### config.mk
export PLATFORM = sky130hd
export DESIGN_NAME = cpl_timeout_tracker
export DESIGN_NICKNAME = d
export VERILOG_FILES = /design/src/rtl/cto_pkg.sv /design/src/rtl/cto_timer.sv /design/src/rtl/cto_w1c_reg.sv /design/src/rtl/cto_regs.sv /design/src/rtl/cpl_timeout_tracker.sv
export SDC_FILE = /design/constraint.sdc
export NUM_CORES = 1
export LEC_CHECK = 0
export BUFFER_PORTS_ARGS = -buffer_cell sky130_fd_sc_hd__buf_2
export CAP_MARGIN = 0
export CORE_UTILIZATION = 40
export DETAILED_ROUTE_END_ITERATION = 7
export GPL_TIMING_DRIVEN = 0
export PLACE_DENSITY_LB_ADDON = 0.2
export SLEW_MARGIN = 25
export SYNTH_ARGS = -nofsm -noshare
export SYNTH_HDL_FRONTEND = slang
export SYNTH_HIERARCHICAL = 1
export SYNTH_SLANG_ARGS = --single-unit
export TNS_END_PERCENT = 10
### constraint.sdc
create_clock -name clk -period 4.27 [get_ports clk]
set_input_delay 0.427 -clock clk [delete_from_list [all_inputs] [get_ports clk]]
set_output_delay 0.427 -clock clk [all_outputs]
set_load 0.03 [all_outputs]
### src/rtl/cto_pkg.sv
package cto_pkg;
  localparam int REG_W   = 32;
  localparam int CTO_BIT = 14;

  typedef logic [REG_W-1:0] reg_t;

  typedef enum logic [1:0] {
    SEL_ENABLE = 2'd0,
    SEL_DEVSTS = 2'd1,
    SEL_UNCOR  = 2'd2,
    SEL_NONE   = 2'd3
  } reg_sel_e;

  // clear-then-set: a new event wins over a same-cycle clear
  function automatic reg_t w1c_next(reg_t cur, reg_t clr, reg_t set);
    return (cur & ~clr) | set;
  endfunction

  // true on the last counted cycle before the limit
  function automatic logic limit_reached(logic [31:0] count, int unsigned limit);
    return count == (limit - 32'd1);
  endfunction
endpackage

### src/rtl/cto_timer.sv
module cto_timer #(
  parameter int TAG_W = 8,
  parameter int unsigned TIMEOUT_CYCLES = 1250000
) (
  input  logic             clk,
  input  logic             rst_n,
  input  logic             req_valid,
  input  logic [TAG_W-1:0] req_tag,
  input  logic             cpl_valid,
  input  logic [TAG_W-1:0] cpl_tag,
  output logic             pending,
  output logic             expire,
  output logic             cpl_hit,
  output logic [TAG_W-1:0] pend_tag
);
  localparam int CNT_W = $clog2(TIMEOUT_CYCLES);

  logic             pend_q;
  logic [TAG_W-1:0] tag_q;
  logic [CNT_W-1:0] cnt_q;
  logic             accept;

  assign expire   = pend_q && cto_pkg::limit_reached(32'(cnt_q), TIMEOUT_CYCLES);
  assign cpl_hit  = pend_q && cpl_valid && (cpl_tag == tag_q) && !expire;
  assign accept   = !pend_q && req_valid;
  assign pending  = pend_q;
  assign pend_tag = tag_q;

  always_ff @(posedge clk or negedge rst_n) begin
    if (!rst_n) begin
      pend_q <= 1'b0;
      tag_q  <= '0;
      cnt_q  <= '0;
    end else if (expire || cpl_hit) begin
      pend_q <= 1'b0;
    end else if (accept) begin
      pend_q <= 1'b1;
      tag_q  <= req_tag;
      cnt_q  <= '0;
    end else if (pend_q) begin
      cnt_q  <= cnt_q + CNT_W'(1);
    end
  end
endmodule

### src/rtl/cto_w1c_reg.sv
module cto_w1c_reg (
  input  logic          clk,
  input  logic          rst_n,
  input  logic          wr_en,
  input  cto_pkg::reg_t wdata,
  input  cto_pkg::reg_t set,
  output cto_pkg::reg_t q
);
  always_ff @(posedge clk or negedge rst_n) begin
    if (!rst_n) q <= '0;
    else        q <= cto_pkg::w1c_next(q, wr_en ? wdata : '0, set);
  end
endmodule

### src/rtl/cto_regs.sv
module cto_regs (
  input  logic          clk,
  input  logic          rst_n,
  input  logic          wr_en,
  input  logic [1:0]    addr,
  input  cto_pkg::reg_t wdata,
  input  logic          tmo,
  output cto_pkg::reg_t rdata,
  output logic          ce_en,
  output logic          cto_logged,
  output logic          msg_req
);
  import cto_pkg::*;

  localparam int N_STS = 2;

  logic [3:0] enable_q;
  reg_sel_e   sel;
  reg_t       sts_set [N_STS];
  reg_t       sts_q   [N_STS];
  logic       sts_wr  [N_STS];

  assign sel        = reg_sel_e'(addr);
  assign ce_en      = enable_q[0];
  assign sts_set[0] = (tmo && enable_q[0]) ? reg_t'(1) : '0;
  assign sts_set[1] = tmo ? (reg_t'(1) << CTO_BIT) : '0;
  assign sts_wr[0]  = wr_en && (sel == SEL_DEVSTS);
  assign sts_wr[1]  = wr_en && (sel == SEL_UNCOR);
  assign cto_logged = sts_q[1][CTO_BIT];

  for (genvar i = 0; i < N_STS; i++) begin : g_sts
    cto_w1c_reg u_sts (
      .clk  (clk),
      .rst_n(rst_n),
      .wr_en(sts_wr[i]),
      .wdata(wdata),
      .set  (sts_set[i]),
      .q    (sts_q[i])
    );
  end

  always_ff @(posedge clk or negedge rst_n) begin
    if (!rst_n) begin
      enable_q <= '0;
      msg_req  <= 1'b0;
    end else begin
      if (wr_en && sel == SEL_ENABLE) enable_q <= wdata[3:0];
      msg_req <= tmo && enable_q[0];
    end
  end

  always_comb begin
    unique case (sel)
      SEL_ENABLE: rdata = {{(REG_W-4){1'b0}}, enable_q};
      SEL_DEVSTS: rdata = sts_q[0];
      SEL_UNCOR:  rdata = sts_q[1];
      default:    rdata = '0;
    endcase
  end
endmodule

### src/rtl/cpl_timeout_tracker.sv
module cpl_timeout_tracker #(
  parameter int unsigned CLK_MHZ        = 125,
  parameter int unsigned TIMEOUT_CYCLES = 10000 * CLK_MHZ,
  parameter int          TAG_W          = 8
) (
  input  logic             clk,
  input  logic             rst_n,
  input  logic             req_valid,
  input  logic [TAG_W-1:0] req_tag,
  input  logic             cpl_valid,
  input  logic [TAG_W-1:0] cpl_tag,
  input  logic             reg_wr_en,
  input  logic [1:0]       reg_addr,
  input  logic [31:0]      reg_wdata,
  output logic [31:0]      reg_rdata,
  output logic             busy,
  output logic             err_msg_req
);
  localparam int unsigned MIN_CYC = 50 * CLK_MHZ;
  localparam int unsigned MAX_CYC = 50000 * CLK_MHZ;

  if (!(TIMEOUT_CYCLES > MIN_CYC && TIMEOUT_CYCLES < MAX_CYC)) begin : g_bad_limit
    $error("TIMEOUT_CYCLES outside the 50 us .. 50 ms window");
  end

  logic             tmo_event;
  logic             cpl_done;
  logic [TAG_W-1:0] pend_tag;
  logic             ce_en;
  logic             cto_logged;

  cto_timer #(.TAG_W(TAG_W), .TIMEOUT_CYCLES(TIMEOUT_CYCLES)) u_timer (
    .clk      (clk),
    .rst_n    (rst_n),
    .req_valid(req_valid),
    .req_tag  (req_tag),
    .cpl_valid(cpl_valid),
    .cpl_tag  (cpl_tag),
    .pending  (busy),
    .expire   (tmo_event),
    .cpl_hit  (cpl_done),
    .pend_tag (pend_tag)
  );

  cto_regs u_regs (
    .clk       (clk),
    .rst_n     (rst_n),
    .wr_en     (reg_wr_en),
    .addr      (reg_addr),
    .wdata     (reg_wdata),
    .tmo       (tmo_event),
    .rdata     (reg_rdata),
    .ce_en     (ce_en),
    .cto_logged(cto_logged),
    .msg_req   (err_msg_req)
  );
endmodule

==> flow_summary.json <==
{
  "crit_path_start": "u_timer/cnt_q[1]$_DFFE_PN0P_",
  "gr-max-usage-layer": "met2",
  "finalHoldViolCount": 0,
  "antenna_found_initial": 0,
  "p_leak_nw": 2.60,
  "most-common-layout-cells": "dfrtp_1 (99), buf_2 (91), nand2_1 (74)",
  "reg2regPathDepth": 8,
  "fin_ws_ns": 2.03,
  "drv_slew": 0,
  "placed_area_mm2": 0.00560,
  "critPathRequiredTime_ns": 4.46,
  "yosysWarnings": 6,
  "dieArea_mm2": 0.0123,
  "fin_worst_skew_ns": 0.00434,
  "grt_use_met2_pct": 32.1,
  "slew_headroom_pct": 36.8,
  "track_usage_pct": 19.7,
  "start_util_pct": 41.2,
  "post-route-cell-area_mm2": 0.00590,
  "worst-setup-path-type": "flop to flop",
  "drive_above_1_share_pct": 23.3,
  "hpwl_mm": 8.08,
  "crit_end": "u_timer/cnt_q[17]$_DFFE_PN0P_",
  "reg2reg_from": "u_timer/cnt_q[1]$_DFFE_PN0P_",
  "setup_viol": 0,
  "grt_util_met1_pct": 26.1,
  "drtPass1Iterations": 4,
  "rows": 39,
  "cp_max_fo": 10,
  "route.detailed.drc": 0,
  "post_cts_buffers": 0,
  "finish.utilization_pct": 51.4,
  "critPathSlowestCell": "dfrtp_1",
  "start_kind": "flop",
  "first_iter_violations": 220,
  "core-area_mm2": 0.0115,
  "rsz0062_at_grt": "false",
  "vias": 3873,
  "cts-root-buf": "clkbuf_16",
  "port_buffers": 87,
  "nNetsFinal": 653,
  "grt_first_pass_wirelength_mm": 19.2,
  "drv_cap": 0,
  "antenna-diode-count": 0,
  "cp_slowest_stage_delay_ns": 0.40,
  "fin_setup_tns_ns": 0,
  "cts_buffers": 9,
  "arrival_ns": 2.43,
  "clock_sinks": 99,
  "clockBufferDepth": 2,
  "powerDensity_mw_per_mm2": 408,
  "grt_pass1_vias": 3903,
  "status": "finished, final reports clean",
  "ir_worst_vdd_v": 0.000318,
  "clk_latency_ns": 0.35,
  "rr_endpoint": "u_timer/cnt_q[17]$_DFFE_PN0P_",
  "hp-class": "input pin to async pin",
  "syn-instance-count": 437,
  "antenna_left": 0,
  "grt_max_degree": 52,
  "h-tree-depth": 3,
  "grt_use_met3_pct": 5.41,
  "syn_area_mm2": 0.00472,
  "gp_congestion": 0.877,
  "reg2reg_slack_ns": 2.03,
  "endpoint_kind": "flop",
  "die_y_um": 111,
  "grt_overflow_total": 0,
  "fin_crit_ns": 2.24,
  "vias_per_cell": 5.20,
  "finalCritPeriodShare_pct": 52.4,
  "timing.fmax_ghz": 0.447,
  "drt-total-wl_mm": 11.3,
  "die_w_um": 111,
  "cts_hold_buf": 0,
  "pre_cts_slack_ns": 2.07,
  "cts-resized-gates": 0,
  "final_common_cell": "dfrtp_1",
  "tritoncts": "done",
  "clkTransAtPathRegs_ns": 0.07,
  "syn_avg_cell_area_um2": 10.8,
  "worst_pin_slew_ns": 0.940,
  "syn2layout_area_growth_pct": 24.8,
  "ios": 89,
  "wl_per_cell_um": 15.2,
  "worstPathCellList": "ha_1, and3_1, nand4_2, or3_1, buf_2, buf_2, a41oi_1, a41oi_1"
}
==> worst min path at each step <==
stage / end / slack (ns) / depth (start not counted)
global placement: u_regs/g_sts[1].u_sts/q[22]$_DFF_PN0_ / 0.46 / 1
global route: u_regs/g_sts[0].u_sts/q[30]$_DFF_PN0_ / 0.05 / 1
floorplan: u_regs/enable_q[0]$_DFFE_PN0P_ / 0.13 / 0
CTS: u_regs/g_sts[0].u_sts/q[30]$_DFF_PN0_ / 0.03 / 1
finish: u_regs/g_sts[0].u_sts/q[30]$_DFF_PN0_ / 0.02 / 1
detailed placement: u_regs/g_sts[1].u_sts/q[24]$_DFF_PN0_ / 0.41 / 1
==> layer usage <==
layer | vias to the layer above | routed length, um | share of wire (%)
met4 | 0 | 80 | 0.71
met1 | 1898 | 5240 | 46
li1 | 1860 | - | -
met5 | - | 0 | 0
met2 | 107 | 5430 | 48
met3 | 8 | 562 | 5.0
==> power by group <==
group          total [mW]  switching (mW)  internal (mW)
combinational       0.462           0.252          0.210
clock               0.820           0.349          0.471
sequential           1.12          0.0924           1.03
total                2.41           0.693           1.71
==> critical path, delay by kind of cell (launching register included) <==
| family | cells | cell delay (ns) |
|---|---|---|
| simple gates | 3 | 0.78 |
| compound gates | 2 | 0.26 |
| fa+ha+maj | 1 | 0.27 |
| flops | 1 | 0.40 |
| buf+inv | 2 | 0.37 |
==> per-stage QoR <==
stage	instances	hold slack (ns)	total power [mW]
finish	745	0.0181	2.41
global route	745	0.0509	2.55
CTS	745	0.0282	2.44
detailed placement	729	0.409	1.60
global placement	728	0.458	1.59
floorplan	498	0.131	1.45
==> layout make-up <==
type                       instances  area, um2
clock inverter                     4       48.8
clock buffer                      12        246
tap                              143        179
fill                            1062       5570
timing repair buffer              88        469
sequential                        99       2480
multi-input combinational        366       2250
inverter                           5       18.8
buffer                            28        206
==> flip-flops by register name (all words and copies together), names as in the netlist <==
signal / flops
u_regs/enable_q: 4
u_regs/g_sts.u_sts/q: 64
u_regs/msg_req: 1
u_timer/cnt_q: 21
u_timer/pend_tag: 8
u_timer/pending: 1
Power figures use the tool's default switching activity.
